`src/rtl/pwrc_pkg.sv`:
```
package pwrc_pkg;

  // Window and register layout: software depends on these offsets.
  localparam int unsigned WIN_BYTES = 256;
  localparam int unsigned CAP_OFF   = 0;
  localparam int unsigned CMD_OFF   = 4;

  // Capability word: bit 0 advertises power control.
  localparam logic [31:0] CAP_WORD = 32'h0000_0001;

  // Command codes accepted by the command register.
  typedef enum logic [1:0] {
    PC_NOP   = 2'd0,
    PC_RESET = 2'd1,
    PC_HALT  = 2'd2,
    PC_PANIC = 2'd3
  } pc_cmd_e;

  // One bit per outgoing request line.
  typedef struct packed {
    logic panic;
    logic halt;
    logic restart;
  } pc_req_t;

  // True when every strobe bit of a lane vector is set.
  function automatic logic all_lanes(input logic [3:0] be);
    return &be;
  endfunction

  // Map a legal code to its request vector; the no-op maps to none.
  function automatic pc_req_t code_to_req(input pc_cmd_e c);
    pc_req_t r;
    r = '0;
    unique case (c)
      PC_RESET: r.restart = 1'b1;
      PC_HALT:  r.halt    = 1'b1;
      PC_PANIC: r.panic   = 1'b1;
      default:  r         = '0;
    endcase
    return r;
  endfunction

endpackage

```
`src/rtl/pwrc_decode.sv`:
```
module pwrc_decode
  import pwrc_pkg::*;
#(
  parameter int unsigned ADDR_W = 8,
  parameter int unsigned BE_W   = 4
) (
  input  logic              bus_sel,
  input  logic              bus_we,
  input  logic [ADDR_W-1:0] bus_addr,
  input  logic [BE_W-1:0]   bus_be,
  output logic              bus_ready,
  output logic              rd_fire,
  output logic              rd_cap_hit,
  output logic              wr_cmd_hit
);

  localparam int unsigned OFF_W = $clog2(WIN_BYTES);

  logic              in_window;
  logic [OFF_W-1:0]  offset;
  logic              full_word;

  // Bits above the window offset must be zero for a hit.
  generate
    if (ADDR_W > OFF_W) begin : g_wide
      assign in_window = (bus_addr[ADDR_W-1:OFF_W] == '0);
      assign offset    = bus_addr[OFF_W-1:0];
    end else begin : g_exact
      assign in_window = 1'b1;
      assign offset    = OFF_W'(bus_addr);
    end
  endgenerate

  // Only a full 32-bit write is a legal command access.
  generate
    if (BE_W == 4) begin : g_be4
      assign full_word = all_lanes(bus_be);
    end else begin : g_bex
      assign full_word = &bus_be;
    end
  endgenerate

  assign bus_ready  = bus_sel;
  assign rd_fire    = bus_sel & ~bus_we;
  assign rd_cap_hit = rd_fire & in_window & (offset == OFF_W'(CAP_OFF));
  assign wr_cmd_hit = bus_sel & bus_we & in_window
                      & (offset == OFF_W'(CMD_OFF)) & full_word;

endmodule

```
`src/rtl/pwrc_cmd.sv`:
```
module pwrc_cmd
  import pwrc_pkg::*;
#(
  parameter int unsigned DATA_W = 32
) (
  input  logic              clk,
  input  logic              rst_n,
  input  logic              wr_cmd_hit,
  input  logic [DATA_W-1:0] wdata,
  output logic              req_reset,
  output logic              req_halt,
  output logic              req_panic
);

  // A value is a legal code only if every bit above the code field is zero.
  function automatic logic code_in_range(input logic [DATA_W-1:0] v);
    return (v[DATA_W-1:2] == '0);
  endfunction

  logic    code_ok;
  pc_cmd_e code;
  pc_req_t fire;
  pc_req_t req_q;

  assign code_ok = code_in_range(wdata);
  assign code    = pc_cmd_e'(wdata[1:0]);
  assign fire    = (wr_cmd_hit && code_ok) ? code_to_req(code) : '0;

  always_ff @(posedge clk) begin
    if (!rst_n) req_q <= '0;
    else        req_q <= fire;
  end

  assign req_reset = req_q.restart;
  assign req_halt  = req_q.halt;
  assign req_panic = req_q.panic;

  assert_one_request_R12: assert property (@(posedge clk) disable iff (!rst_n)
    $onehot0({req_reset, req_halt, req_panic}));

  assert_pulse_from_write_R5: assert property (@(posedge clk) disable iff (!rst_n)
    (req_reset | req_halt | req_panic) |-> $past(wr_cmd_hit));

  assert_noop_silent_R8: assert property (@(posedge clk) disable iff (!rst_n)
    (wr_cmd_hit && wdata == '0) |=> !(req_reset | req_halt | req_panic));

  assert_out_of_range_R9: assert property (@(posedge clk) disable iff (!rst_n)
    (wr_cmd_hit && !code_ok) |=> !(req_reset | req_halt | req_panic));

endmodule

```
`src/rtl/pwrc_rdata.sv`:
```
module pwrc_rdata
  import pwrc_pkg::*;
#(
  parameter int unsigned DATA_W = 32
) (
  input  logic              clk,
  input  logic              rst_n,
  input  logic              rd_fire,
  input  logic              rd_cap_hit,
  output logic [DATA_W-1:0] rdata
);

  logic [DATA_W-1:0] rd_next;

  assign rd_next = rd_cap_hit ? DATA_W'(CAP_WORD) : '0;

  always_ff @(posedge clk) begin
    if (!rst_n)       rdata <= '0;
    else if (rd_fire) rdata <= rd_next;
  end

  assert_cap_read_R3: assert property (@(posedge clk) disable iff (!rst_n)
    rd_cap_hit |=> (rdata == DATA_W'(CAP_WORD)));

  assert_other_read_zero_R4: assert property (@(posedge clk) disable iff (!rst_n)
    (rd_fire && !rd_cap_hit) |=> (rdata == '0));

  assert_hold_R13: assert property (@(posedge clk) disable iff (!rst_n)
    !rd_fire |=> $stable(rdata));

endmodule

```
`src/rtl/pwr_ctl_regs.sv`:
```
module pwr_ctl_regs
  import pwrc_pkg::*;
#(
  parameter int unsigned ADDR_W = 8,
  parameter int unsigned DATA_W = 32
) (
  input  logic                clk,
  input  logic                rst_n,
  input  logic                bus_sel,
  input  logic                bus_we,
  input  logic [ADDR_W-1:0]   bus_addr,
  input  logic [DATA_W-1:0]   bus_wdata,
  input  logic [DATA_W/8-1:0] bus_be,
  output logic [DATA_W-1:0]   bus_rdata,
  output logic                bus_ready,
  output logic                req_reset,
  output logic                req_halt,
  output logic                req_panic
);

  localparam int unsigned BE_W = DATA_W / 8;

  logic rd_fire;
  logic rd_cap_hit;
  logic wr_cmd_hit;

  pwrc_decode #(.ADDR_W(ADDR_W), .BE_W(BE_W)) u_decode (
    .bus_sel    (bus_sel),
    .bus_we     (bus_we),
    .bus_addr   (bus_addr),
    .bus_be     (bus_be),
    .bus_ready  (bus_ready),
    .rd_fire    (rd_fire),
    .rd_cap_hit (rd_cap_hit),
    .wr_cmd_hit (wr_cmd_hit)
  );

  pwrc_cmd #(.DATA_W(DATA_W)) u_cmd (
    .clk        (clk),
    .rst_n      (rst_n),
    .wr_cmd_hit (wr_cmd_hit),
    .wdata      (bus_wdata),
    .req_reset  (req_reset),
    .req_halt   (req_halt),
    .req_panic  (req_panic)
  );

  pwrc_rdata #(.DATA_W(DATA_W)) u_rdata (
    .clk        (clk),
    .rst_n      (rst_n),
    .rd_fire    (rd_fire),
    .rd_cap_hit (rd_cap_hit),
    .rdata      (bus_rdata)
  );

  // Port-level checks on write routing.
  assert_wrong_offset_R10: assert property (@(posedge clk) disable iff (!rst_n)
    (bus_sel && bus_we && bus_addr != ADDR_W'(CMD_OFF))
      |=> !(req_reset | req_halt | req_panic));

  assert_partial_strobe_R11: assert property (@(posedge clk) disable iff (!rst_n)
    (bus_sel && bus_we && !(&bus_be)) |=> !(req_reset | req_halt | req_panic));

  assert_read_no_request_R4: assert property (@(posedge clk) disable iff (!rst_n)
    (bus_sel && !bus_we) |=> !(req_reset | req_halt | req_panic));

  assert_reset_cmd_R5: assert property (@(posedge clk) disable iff (!rst_n)
    (bus_sel && bus_we && bus_addr == ADDR_W'(CMD_OFF) && (&bus_be)
     && bus_wdata == DATA_W'(1)) |=> req_reset);

  assert_halt_cmd_R6: assert property (@(posedge clk) disable iff (!rst_n)
    (bus_sel && bus_we && bus_addr == ADDR_W'(CMD_OFF) && (&bus_be)
     && bus_wdata == DATA_W'(2)) |=> req_halt);

  assert_panic_cmd_R7: assert property (@(posedge clk) disable iff (!rst_n)
    (bus_sel && bus_we && bus_addr == ADDR_W'(CMD_OFF) && (&bus_be)
     && bus_wdata == DATA_W'(3)) |=> req_panic);

  assert_ready_R2: assert property (@(posedge clk) disable iff (!rst_n)
    bus_sel |-> bus_ready);

endmodule

```
`config.mk`:
```
export PLATFORM = sky130hd
export DESIGN_NAME = pwr_ctl_regs
export DESIGN_NICKNAME = d
export VERILOG_FILES = /design/src/rtl/pwrc_pkg.sv /design/src/rtl/pwrc_decode.sv /design/src/rtl/pwrc_cmd.sv /design/src/rtl/pwrc_rdata.sv /design/src/rtl/pwr_ctl_regs.sv
export SDC_FILE = /design/constraint.sdc
export NUM_CORES = 1
export LEC_CHECK = 0
export ABC_AREA = 1
export CORE_UTILIZATION = 25
export CTS_BUF_LIST = sky130_fd_sc_hd__clkbuf_8
export DETAILED_ROUTE_END_ITERATION = 8
export PLACE_DENSITY = 0.81
export SKIP_LAST_GASP = 1
export SYNTH_ARGS = -nofsm -noshare
export SYNTH_HDL_FRONTEND = slang
export SYNTH_SLANG_ARGS = --single-unit
```
`constraint.sdc`:
```
create_clock -name clk -period 0.8 [get_ports clk]
set_input_delay 0.08 -clock clk [delete_from_list [all_inputs] [get_ports clk]]
set_output_delay 0.08 -clock clk [all_outputs]
set_load 0.02 [all_outputs]
```
# After elaboration in Yosys (flattened, before gate mapping)
# Cells that the tools add are included.
# word_totals
reg_bits,35
latch_bits,0
mem_bits_rw,0
rom_bits,0
input_bits,48
wordCells,23
memories,0
# classes
add_sub_neg,0
multipliers,0
div_mod_pow,0
order_cmp,0
n_eq_ne,4
shifts,0
muxes,4
bitwise,6
n_reduce_logical,5
# op_table
cell,count
30-bit zero test,1
"8-bit by 3-bit == test with 1-bit output, second input constant",1
8-bit zero test,1
1-bit AND,5
"2-bit == test, second input constant",2
1-bit two-way mux,4
4-bit AND reduction,1
"2-bit by 1-bit == test with 1-bit output, second input constant",1
2-bit AND reduction,1
1-bit logical AND,1
1-bit inverter,1

# Longest topological paths before layout
# Gate-level depths: netlist (run 1).
# logic_depth
word_depth,5
mapped_depth,7
depth_no_buf,7

# Cells and area by module
# A second synthesis (run 1) with hierarchy kept.
# hier_totals
cells_unflattened,129
hier_area_um2,684.4
# by_module_without_submodules
module,n_inst,cells_per_inst,area_per_inst_um2,seq_area_each_um2
pwrc_cmd,1,67,305.3,60.1
pwrc_rdata,1,38,277.8,20.0
pwrc_decode,1,24,101.3,0.0

# Least setup slack after synthesis (run 1)
# No wires, ideal clock.
# synth_path
path_kind,register to register
from,"reg, netlist name u_rdata.rdata[0]"
to,reg u_rdata.rdata[0]
arrival_time_ns,0.650
required_time_ns,0.730
path_slack_ns,0.080
stages_incl_launch_ff,3
path_buffers,0
path_cell_list,dfxtp_1 o21ai_0 a21boi_1
# synth_rtl
item,line_no,rtl
to (signal assigned),pwrc_rdata.sv:19,else if (rd_fire) rdata <= rd_next;
to (decl),pwrc_rdata.sv:10,output logic [DATA_W-1:0] rdata

# Final worst setup path (run 1)
# layout_path
from,reg u_rdata.rdata[0]
to,out bus_rdata[0]
# layout_rtl
item,line_no,rtl
to (decl),pwr_ctl_regs.sv:14,"output logic [DATA_W-1:0] bus_rdata,"
# No word-level cell between the ends.

==> results of run 1 <==
kinds of logic after synthesis:
logic type,count (synthesis)
other cells,1
compound gates,2
simple gates,49
flops,4
buf+inv,54
synthesized netlist by cell type:
master | n | area share [%]
nand2_1 | 21 | 13
buf_4 | 32 | 38
a21boi_1 | 1 | 1.2
nor2_1 | 20 | 12
nor2_2 | 2 | 2.0
inv_1 | 22 | 13
o21ai_0 | 1 | 0.79
nand3_2 | 1 | 1.6
and2_1 | 1 | 0.99
or2_2 | 1 | 0.99
nand4_1 | 2 | 2.0
conb_1 | 1 | 0.59
nor3_2 | 1 | 1.6
dfxtp_1 | 4 | 13
worst max-delay path by stage:
stage	start	end	slack, ns	depth (start not counted)
finish	u_rdata.rdata[0]	bus_rdata[0]	0.04	1
global route	bus_wdata[5]	u_cmd.req_reset	0.001	8
CTS	bus_addr[3]	u_cmd.req_panic	0.005	6
detailed placement	bus_sel	bus_ready	-0.47	2
global placement	bus_sel	bus_ready	-0.45	2
floorplan	u_rdata.rdata[0]	u_rdata.rdata[0]	0.08	2
registers in the layout, indices dropped and copies added, names as in the netlist:
| name | cells |
|---|---|
| u_rdata.rdata | 1 |
| u_cmd.req_panic | 1 |
| u_cmd.req_halt | 1 |
| u_cmd.req_reset | 1 |
report_power, final:
| part | total (W) | internal (W) | leakage, nW | switching, W |
|---|---|---|---|---|
| Clock | 0.000407 | 0.000319 | 0.0216 | 0.0000879 |
| Sequential | 0.000201 | 0.000201 | 0.0322 | 0.0000000191 |
| Combinational | 0.000383 | 0.000174 | 0.567 | 0.000209 |
layer usage:
| metal | global-route usage, % | vias up | wire [microns] |
|---|---|---|---|
| met2 | 20.3 | 48 | 713 |
| met5 | 0 | - | 0 |
| li1 | - | 367 | - |
| met4 | 3.95 | 0 | 0 |
| met1 | 8.65 | 285 | 464 |
| met3 | 2.03 | 0 | 183 |
final cells by class:
class,count,area share (%)
Clock buffer,3,3.83
Inverter,22,7.67
Multi-Input combinational cell,82,32.8
Sequential cell,4,7.43
Tap cell,28,3.25
Timing Repair Buffer,56,45.1
what timing repair did:
action	in CTS	in global routing
pin swaps	34	34
buffers inserted	1	0
endpoints found under the setup margin	9	3
gates resized for setup	66	46
through the flow:
stage	total power [W]	hold slack, ns	cells
final	0.000991	0.162	195
after global placement	0.000643	0.467	191
after global routing	0.00106	0.178	195
after CTS	0.000983	0.267	195
after detailed placement	0.000646	0.473	191
after floorplan	0.000512	0.199	140
==> run summary, run 1 <==
- **IO Port Bufs** 52
- **largest fanout on the critical path** 2
- **total count of hold-check failures in the final report** 0
- **clock slew seen by the registers of the worst setup and hold paths** 0.03 ns
- **number of placement rows** 17
- **status** finished, final reports clean
- **signed area change from the synthesized netlist to the final layout** 70.8%
- **vias** 700
- **DRC violation total after the first TritonRoute iteration** 4
- **Total Negative Setup Slacks** 0 ns
- **first-pass GRT wire length** 2030 microns
- **final max-slew violation count** 0
- **post-layout minimum cycle time** 0.758 ns
- **combinational family with the most area after synthesis** buffers and inverters
- **multiplexer area fraction after synthesis** 0%
- **kind of end point of the critical path** output port
- **Post-Syn Area** 631 sq um
- **GRT Residual Overflow** 0
- **sequential cell area** 80.1 sq um
- **parity-gate share of the synthesized area counting xor and xnor cells** 0%
- **maximum clock frequency** 1320 MHz
- **terminating pin of the worst hold path** u_rdata.rdata[0]
- **period utilisation layout** 94.7%
- **height of the die** 52.2 microns
- **half-perimeter wire length after placement** 1210 microns
- **standby leakage power** 0.621 nW
- **R2R cell count** 2
- **setup repair after global routing missed its margin** no
- **area enclosed by the die boundary** 2730 sq um
- **post-place instance area** 1080 sq um
- **final setup slack of the worst path** 0.0422 ns
- **delay of the slowest critical-path stage** 0.31 ns
- **VDD IR-drop max** 0.656 mV
- **average routed wire per standard cell** 6.98 microns
- **hold wc startpoint** bus_addr[6]
- **global routing usage summed across all routing layers** 9.69%
- **nets** 217
- **final setup violation count** 0
- **H-tree depth** 1
- **adder-cell share of the synthesized area** 0%
- **number of top-level pins** 84
- **cell count after synthesis** 110
- **CP Data Required Time** 0.72 ns
- **cell with the largest stage delay on the worst path** dfxtp_1
- **Diodes inserted** 0
- **maximum number of pins on one net before global-route repair** 4
- **CTS Buf Count** 3
- **Bufs on Longest Clock Path** 2
- **worst reg-to-reg setup slack** 0.21 ns
- **critical path arrival** 0.68 ns
- **number of global-route vias before repair** 602
- **final cell area excluding filler cells** 1080 sq um
- **number of remaining DRC errors** 0
- **CTS sink count** 4
- **CTS Hold Buffers Added** 0
- **ratio of total power to cell area** 920 nW/um^2
- **worst path bufs/invs** 1
- **clock tree from TritonCTS** yes
- **post-synth cell types** 14
- **filler cell count in the final layout** 239
- **via density per instance** 3.59
- **number of cells on the worst hold path** 4
- **reg-to-reg critical path startpoint** u_rdata.rdata[0]
- **Initial Utilization** 27.5%
- **proportion of synthesized chip area in sequential cells** 12.7%
- **initial antenna violation count** 0
- **average instance area after synthesis** 5.73 sq um
- **most common cell after layout, fill and taps aside** conb_1
- **CORE AREA** 2300 sq um
- **die boundary width** 52.2 microns
- **Final Skew** 0 ns
- **number of flip-flops and latches in the synthesized netlist** 4
- **Layout Utilization** 46.9%
- **simple-gate portion of the synthesized area** 33.5%
- **cell family with the largest share of critical-path delay** flip-flops
- **Crit Path Category** register to output port
- **total number of yosys warnings** 0
- **max_cap viols** 0
- **Synth Area in Compound Gates** 1.98%
- **footprint of the multi-input gates** 353 sq um
- **class of the tightest hold or removal check** primary input to register
- **aggregate routed wire length** 1360 microns
- **clock latency on the worst-skew pair** 0.21 ns
- **most frequent cells in the layout** 31 x conb_1, 29 x clkdlybuf4s15_1, 21 x inv_1
- **Root Buffer Master** clkbuf_8
- **fraction of final layout cells with drive strength greater than 1** 17.4%
- **destination of the worst register-to-register timing path** u_rdata.rdata[0]
- **startpoint type of the worst setup path** register
- **Final ANT Viol Nets** 0
- **DR pass1 iterations** 2
- **pre-CTS setup slack** -0.472 ns
- **critical path, cell by cell** buf_2
- **placer's final routability congestion estimate** 0.650
Power figures use the tool's default switching activity.
==> run 2, diff against run 1 <==
--- a/config.mk
+++ b/config.mk
@@ -6,8 +6,10 @@
 export NUM_CORES = 1
 export LEC_CHECK = 0
 export ABC_AREA = 1
+export CORE_ASPECT_RATIO = 1.4
 export CORE_UTILIZATION = 25
 export CTS_BUF_LIST = sky130_fd_sc_hd__clkbuf_8
+export CTS_CLUSTER_DIAMETER = 30
 export DETAILED_ROUTE_END_ITERATION = 8
 export PLACE_DENSITY = 0.81
 export SKIP_LAST_GASP = 1
==> run 2 against run 1 <==
Net effect: combinational power barely moved; largest cell class unchanged; core utilization fell by 2.3 points; highest routed layer is now met4; clock power rose by 3%; wire length fell by 2.0%.
==> run summary, run 2 (synthesis results as in run 1) <==
- **critical path arrival** 0.68 ns, about the same
- **maximum number of pins on one net before global-route repair** 4, unchanged
- **fraction of final layout cells with drive strength greater than 1** 21.4%, was 17.4%
- **CP Data Required Time** 0.72 ns, about the same
- **Bufs on Longest Clock Path** 2, unchanged
- **post-layout minimum cycle time** 0.761 ns, was 0.758 ns
- **Int Power** 0.000691 W, was 0.000694 W
- **average routed wire per standard cell** 6.60 microns, was 6.98 microns
- **CTS Hold Buffers Added** 0, unchanged
- **ratio of total power to cell area** 941 nW/um^2, was 920 nW/um^2
- **nets** 218, was 217
- **clock slew seen by the registers of the worst setup and hold paths** 0.03 ns, about the same
- **via density per instance** 3.58, was 3.59
- **largest fanout on the critical path** 1, was 2
- **VDD IR-drop max** 0.418 mV, was 0.656 mV
- **kind of end point of the critical path** output port, unchanged
- **startpoint type of the worst setup path** register, unchanged
- **sw frac** 31.1%, was 30.0%
- **initial antenna violation count** 0, unchanged
- **CTS Buf Count** 3, unchanged
- **IO Port Bufs** 52, unchanged
- **worst reg-to-reg setup slack** 0.22 ns, was 0.21 ns
- **number of placement rows** 21, was 17
- **max_cap viols** 0, unchanged
- **DRC violation total after the first TritonRoute iteration** 7, was 4
- **Hold Slack** 0.178 ns, was 0.162 ns
- **Final ANT Viol Nets** 0, unchanged
- **number of top-level pins** 84, unchanged
- **status** finished, final reports clean, unchanged
- **maximum clock frequency** 1310 MHz, was 1320 MHz
- **die boundary width** 44.4 microns, was 52.2 microns
- **vias** 723, was 700
- **reg-to-reg critical path startpoint** u_rdata.rdata[0], unchanged
- **H-tree depth** 1, unchanged
- **height of the die** 61.4 microns, was 52.2 microns
- **signed area change from the synthesized netlist to the final layout** 69.0%, was 70.8%
- **Diodes inserted** 0, unchanged
- **critical path, cell by cell** buf_2, unchanged
- **CTS sink count** 4, unchanged
- **GRT Residual Overflow** 0, unchanged
- **standby leakage power** 0.619 nW, was 0.621 nW
- **CORE AREA** 2390 sq um, was 2300 sq um
- **terminating pin of the worst hold path** u_rdata.rdata[0], unchanged
- **half-perimeter wire length after placement** 1270 microns, was 1210 microns
- **Pwr Total** 0.00100 W, was 0.000991 W
- **footprint of the multi-input gates** 359 sq um, was 353 sq um
- **DR pass1 iterations** 3, was 2
- **cell with the largest stage delay on the worst path** dfxtp_1, unchanged
- **clock tree from TritonCTS** yes, unchanged
- **power dissipated by switching net loads** 0.000312 W, was 0.000297 W
- **cell family with the largest share of critical-path delay** flip-flops, unchanged
- **sequential cell area** 80.1 sq um, unchanged
- **Root Buffer Master** clkbuf_8, unchanged
- **beginning of the critical path** u_cmd.req_reset, was u_rdata.rdata[0]
- **total count of hold-check failures in the final report** 0, unchanged
- **placer's final routability congestion estimate** 0.586, was 0.650
- **worst path bufs/invs** 1, unchanged
- **most frequent cells in the layout** 31 x conb_1, 22 x inv_1, 22 x clkdlybuf4s15_1, was 31 x conb_1, 29 x clkdlybuf4s15_1, 21 x inv_1
- **number of cells on the worst hold path** 4, unchanged
- **delay of the slowest critical-path stage** 0.31 ns, about the same
- **area enclosed by the die boundary** 2730 sq um, about the same
- **filler cell count in the final layout** 258, was 239
- **period utilisation layout** 95.1%, was 94.7%
- **hold wc startpoint** bus_addr[7], was bus_addr[6]
- **Layout Utilization** 44.6%, was 46.9%
- **sequential fraction of design power** 20.0%, was 20.3%
- **fraction of power consumed by the clock network** 41.8%, was 41.1%
- **final max-slew violation count** 0, unchanged
- **destination of the worst register-to-register timing path** u_rdata.rdata[0], unchanged
- **Total Negative Setup Slacks** 0 ns, unchanged
- **clock latency on the worst-skew pair** 0.21 ns, about the same
- **class of the tightest hold or removal check** primary input to register, unchanged
- **final setup violation count** 0, unchanged
- **global routing usage summed across all routing layers** 10.0%, was 9.69%
- **aggregate routed wire length** 1330 microns, was 1360 microns
- **most common cell after layout, fill and taps aside** conb_1, unchanged
- **R2R cell count** 2, unchanged
- **number of global-route vias before repair** 607, was 602
- **Initial Utilization** 26.4%, was 27.5%
- **Crit Path Category** register to output port, unchanged
- **Final Skew** 0 ns, unchanged
- **number of remaining DRC errors** 0, unchanged
- **proportion of power drawn by combinational gates** 38.1%, was 38.6%
- **first-pass GRT wire length** 2080 microns, was 2030 microns
==> run 2: final cells by class <==
class | instances | area share, %
repair buffers | 57 | 43.2
inverters | 22 | 7.75
flip-flops and latches | 4 | 7.51
well taps | 34 | 3.99
clock buffers | 3 | 3.87
multi-input cells | 82 | 33.7
==> run 2: power by group through the flow <==
stage	Combinational (W)	Sequential, W	Clock, W
after CTS	0.000377	0.000201	0.000426
final	0.000383	0.000201	0.000420
after global routing	0.000426	0.000201	0.000443
after floorplan	0.000308	0.000204	0
after global placement	0.000442	0.000204	0
after detailed placement	0.000447	0.000204	0
==> run 2: how the worst max path moves through the flow <==
stage / end / slack [ns] / cells after the start
after detailed placement: bus_ready / -0.47 / 2
final: req_reset / 0.04 / 1
after CTS: u_cmd.req_reset / 0.01 / 8
after floorplan: u_rdata.rdata[0] / 0.08 / 2
after global placement: bus_ready / -0.45 / 2
after global routing: u_cmd.req_panic / -0.03 / 7
==> run 2: stage by stage <==
step / setup WS, ns / instance area (sq um) / instances
after floorplan: 0.0798 / 743 / 140
after global placement: -0.453 / 1100 / 198
after detailed placement: -0.468 / 1100 / 198
after CTS: 0.0137 / 1080 / 202
after global routing: -0.0336 / 1070 / 202
final: 0.0394 / 1070 / 202
==> run 2: repair_timing <==
action                                  in CTS  in global routing
endpoints found under the hold margin        0                  0
gates resized for setup                     70                 49
endpoints found under the setup margin       9                  4
setup buffers                                1                  0
pin swaps                                   33                 38
==> run 2: layer usage <==
metal	vias up	global-route usage (%)	share of wire (%)
met3	4	2.05	15
met4	0	2.60	0.90
met2	61	23.1	56
met1	290	7.75	28
li1	368	-	-
met5	-	0	0
==> run 3, diff against run 2 <==
--- a/config.mk
+++ b/config.mk
@@ -7,11 +7,11 @@
 export LEC_CHECK = 0
 export ABC_AREA = 1
 export CORE_ASPECT_RATIO = 1.4
-export CORE_UTILIZATION = 25
+export CORE_UTILIZATION = 27
 export CTS_BUF_LIST = sky130_fd_sc_hd__clkbuf_8
 export CTS_CLUSTER_DIAMETER = 30
 export DETAILED_ROUTE_END_ITERATION = 8
-export PLACE_DENSITY = 0.81
+export PLACE_DENSITY = 0.87
 export SKIP_LAST_GASP = 1
 export SYNTH_ARGS = -nofsm -noshare
 export SYNTH_HDL_FRONTEND = slang
==> constraint.sdc (replaced) <==
create_clock -name clk -period 0.9 [get_ports clk]
set_input_delay 0.09 -clock clk [delete_from_list [all_inputs] [get_ports clk]]
set_output_delay 0.09 -clock clk [all_outputs]
set_load 0.02 [all_outputs]
==> run 3 against run 2 <==
Net effect: critical path depth is the same; cell area grew 0.47%; core utilization grew 4.6 points; power shrank 13%; critical path type unchanged; register-to-register slack gained 0.05 ns; critical endpoint is now req_panic; die area shrank 7.1%; largest power group unchanged.
==> run summary, run 3 (synthesis results as in run 1) <==
- **critical path, cell by cell** clkdlybuf4s15_2, was buf_2
- **first-pass GRT wire length** 2200 microns, was 2080 microns
- **cell family with the largest share of critical-path delay** flip-flops, unchanged
- **post-layout minimum cycle time** 0.856 ns
- **cell with the largest stage delay on the worst path** dfxtp_1, unchanged
- **CP Data Required Time** 0.81 ns, was 0.72 ns
- **total count of hold-check failures in the final report** 0, unchanged
- **vias** 717, was 723
- **CTS Hold Buffers Added** 0, unchanged
- **maximum clock frequency** 1170 MHz
- **Hold Slack** 0.295 ns, was 0.178 ns
- **ratio of total power to cell area** 817 nW/um^2, was 941 nW/um^2
- **placer's final routability congestion estimate** 0.632, was 0.586
- **Total Negative Setup Slacks** 0 ns, unchanged
- **IO Port Bufs** 52, unchanged
- **delay of the slowest critical-path stage** 0.30 ns, was 0.31 ns
- **critical path arrival** 0.77 ns, was 0.68 ns
- **final setup violation count** 0, unchanged
- **number of global-route vias before repair** 634, was 607
- **CTS Buf Count** 3, unchanged
- **class of the tightest hold or removal check** primary input to register, unchanged
- **height of the die** 59.2 microns, was 61.4 microns
- **half-perimeter wire length after placement** 1250 microns, was 1270 microns
- **number of top-level pins** 84, unchanged
- **average routed wire per standard cell** 7.22 microns, was 6.60 microns
- **CORE AREA** 2180 sq um, was 2390 sq um
- **VDD IR-drop max** 0.546 mV, was 0.418 mV
- **setup repair after global routing missed its margin** no
- **clock slew seen by the registers of the worst setup and hold paths** 0.03 ns, about the same
- **nets** 218, unchanged
- **signed area change from the synthesized netlist to the final layout** 69.8%, was 69.0%
- **period utilisation layout** 95.1%
- **Crit Path Category** register to output port, unchanged
- **status** finished, final reports clean, unchanged
- **DR pass1 iterations** 1, was 3
- **fraction of final layout cells with drive strength greater than 1** 11.3%, was 21.4%
- **clock latency on the worst-skew pair** 0.21 ns, about the same
- **number of remaining DRC errors** 0, unchanged
- **most common cell after layout, fill and taps aside** dlygate4sd2_1, was conb_1
- **global routing usage summed across all routing layers** 11.1%, was 10.0%
- **final max-slew violation count** 0, unchanged
- **DRC violation total after the first TritonRoute iteration** 0, was 7
- **worst path bufs/invs** 1, unchanged
- **startpoint type of the worst setup path** register, unchanged
- **via density per instance** 3.77, was 3.58
- **max_cap viols** 0, unchanged
- **Final Skew** 0 ns, unchanged
- **kind of end point of the critical path** output port, unchanged
- **clock tree from TritonCTS** yes, unchanged
- **die boundary width** 42.8 microns, was 44.4 microns
- **Final ANT Viol Nets** 0, unchanged
- **Bufs on Longest Clock Path** 2, unchanged
- **initial antenna violation count** 0, unchanged
- **H-tree depth** 1, unchanged
- **number of placement rows** 20, was 21
- **area enclosed by the die boundary** 2540 sq um, was 2730 sq um
- **aggregate routed wire length** 1370 microns, was 1330 microns
- **most frequent cells in the layout** 45 x dlygate4sd2_1, 31 x conb_1, 22 x inv_1, was 31 x conb_1, 22 x inv_1, 22 x clkdlybuf4s15_1
- **Root Buffer Master** clkbuf_8, unchanged
- **Diodes inserted** 0, unchanged
- **standby leakage power** 0.640 nW, was 0.619 nW
- **GRT Residual Overflow** 0, unchanged
- **largest fanout on the critical path** 1, unchanged
- **Initial Utilization** 29.0%, was 26.4%
- **maximum number of pins on one net before global-route repair** 4, unchanged
- **CTS sink count** 4, unchanged
-- run 3: cell types whose count changed in the layout (fill, tap and decap cells not counted), sizes merged --
cell           previous run  this run
dlygate4sd2              11        45
clkdlybuf4s15            23         3
clkbuf                   16         4
buf                       9         6
clkdlybuf4s50             1         2
-- run 3: metal layers --
metal / global-route usage (%) / up-vias / part of all wire [%]
li1: - / 369 / -
met1: 8.84 / 290 / 29
met2: 24.9 / 58 / 58
met3: 2.74 / 0 / 13
met4: 2.68 / 0 / 0
met5: 0 / - / 0
-- run 3: layout make-up --
cell class	count	area, sq um
Timing Repair Buffer	57	494
Clock buffer	3	41.3
Fill cell	246	1110
Multi-Input combinational cell	82	345
Tap cell	22	27.5
Inverter	22	82.6
Sequential cell	4	80.1
-- run 3: what timing repair did --
action | 4_1_cts | 5_1_grt
pin swaps | 34 | 0
setup buffers | 1 | 0
setup endpoints to repair | 9 | 2
gates resized for setup | 60 | 2
-- run 3: power by group --
| group | leakage, nW | internal [W] | total, W | switching (W) |
|---|---|---|---|---|
| clock | 0.0216 | 0.000284 | 0.000364 | 0.0000803 |
| sequential | 0.0322 | 0.000179 | 0.000179 | 0.0000000201 |
| combinational | 0.586 | 0.000147 | 0.000332 | 0.000185 |
| total | 0.640 | 0.000610 | 0.000875 | 0.000266 |
-- run 3: worst paths after layout --
path                                  startpoint          endpoint  cells past startpoint  slack, ns
worst max-delay path             u_cmd.req_panic         req_panic                      1       0.04
worst max register to register  u_rdata.rdata[0]  u_rdata.rdata[0]                      2       0.27
worst min register to register  u_rdata.rdata[0]  u_rdata.rdata[0]                      2       0.51
worst min-delay path                       rst_n  u_rdata.rdata[0]                      2       0.29
-- run 3: through the flow --
stage	cells	total power [W]	worst slack [ns]	cell area [sq um]	utilization, %
CTS	190	0.000886	0.00844	1080	49.7
detailed placement	186	0.000579	-0.376	1080	49.7
floorplan	140	0.000455	0.180	743	-
finish	190	0.000875	0.0438	1070	49.2
global placement	186	0.000574	-0.372	1080	49.7
global route	190	0.000941	0.000527	1070	49.2
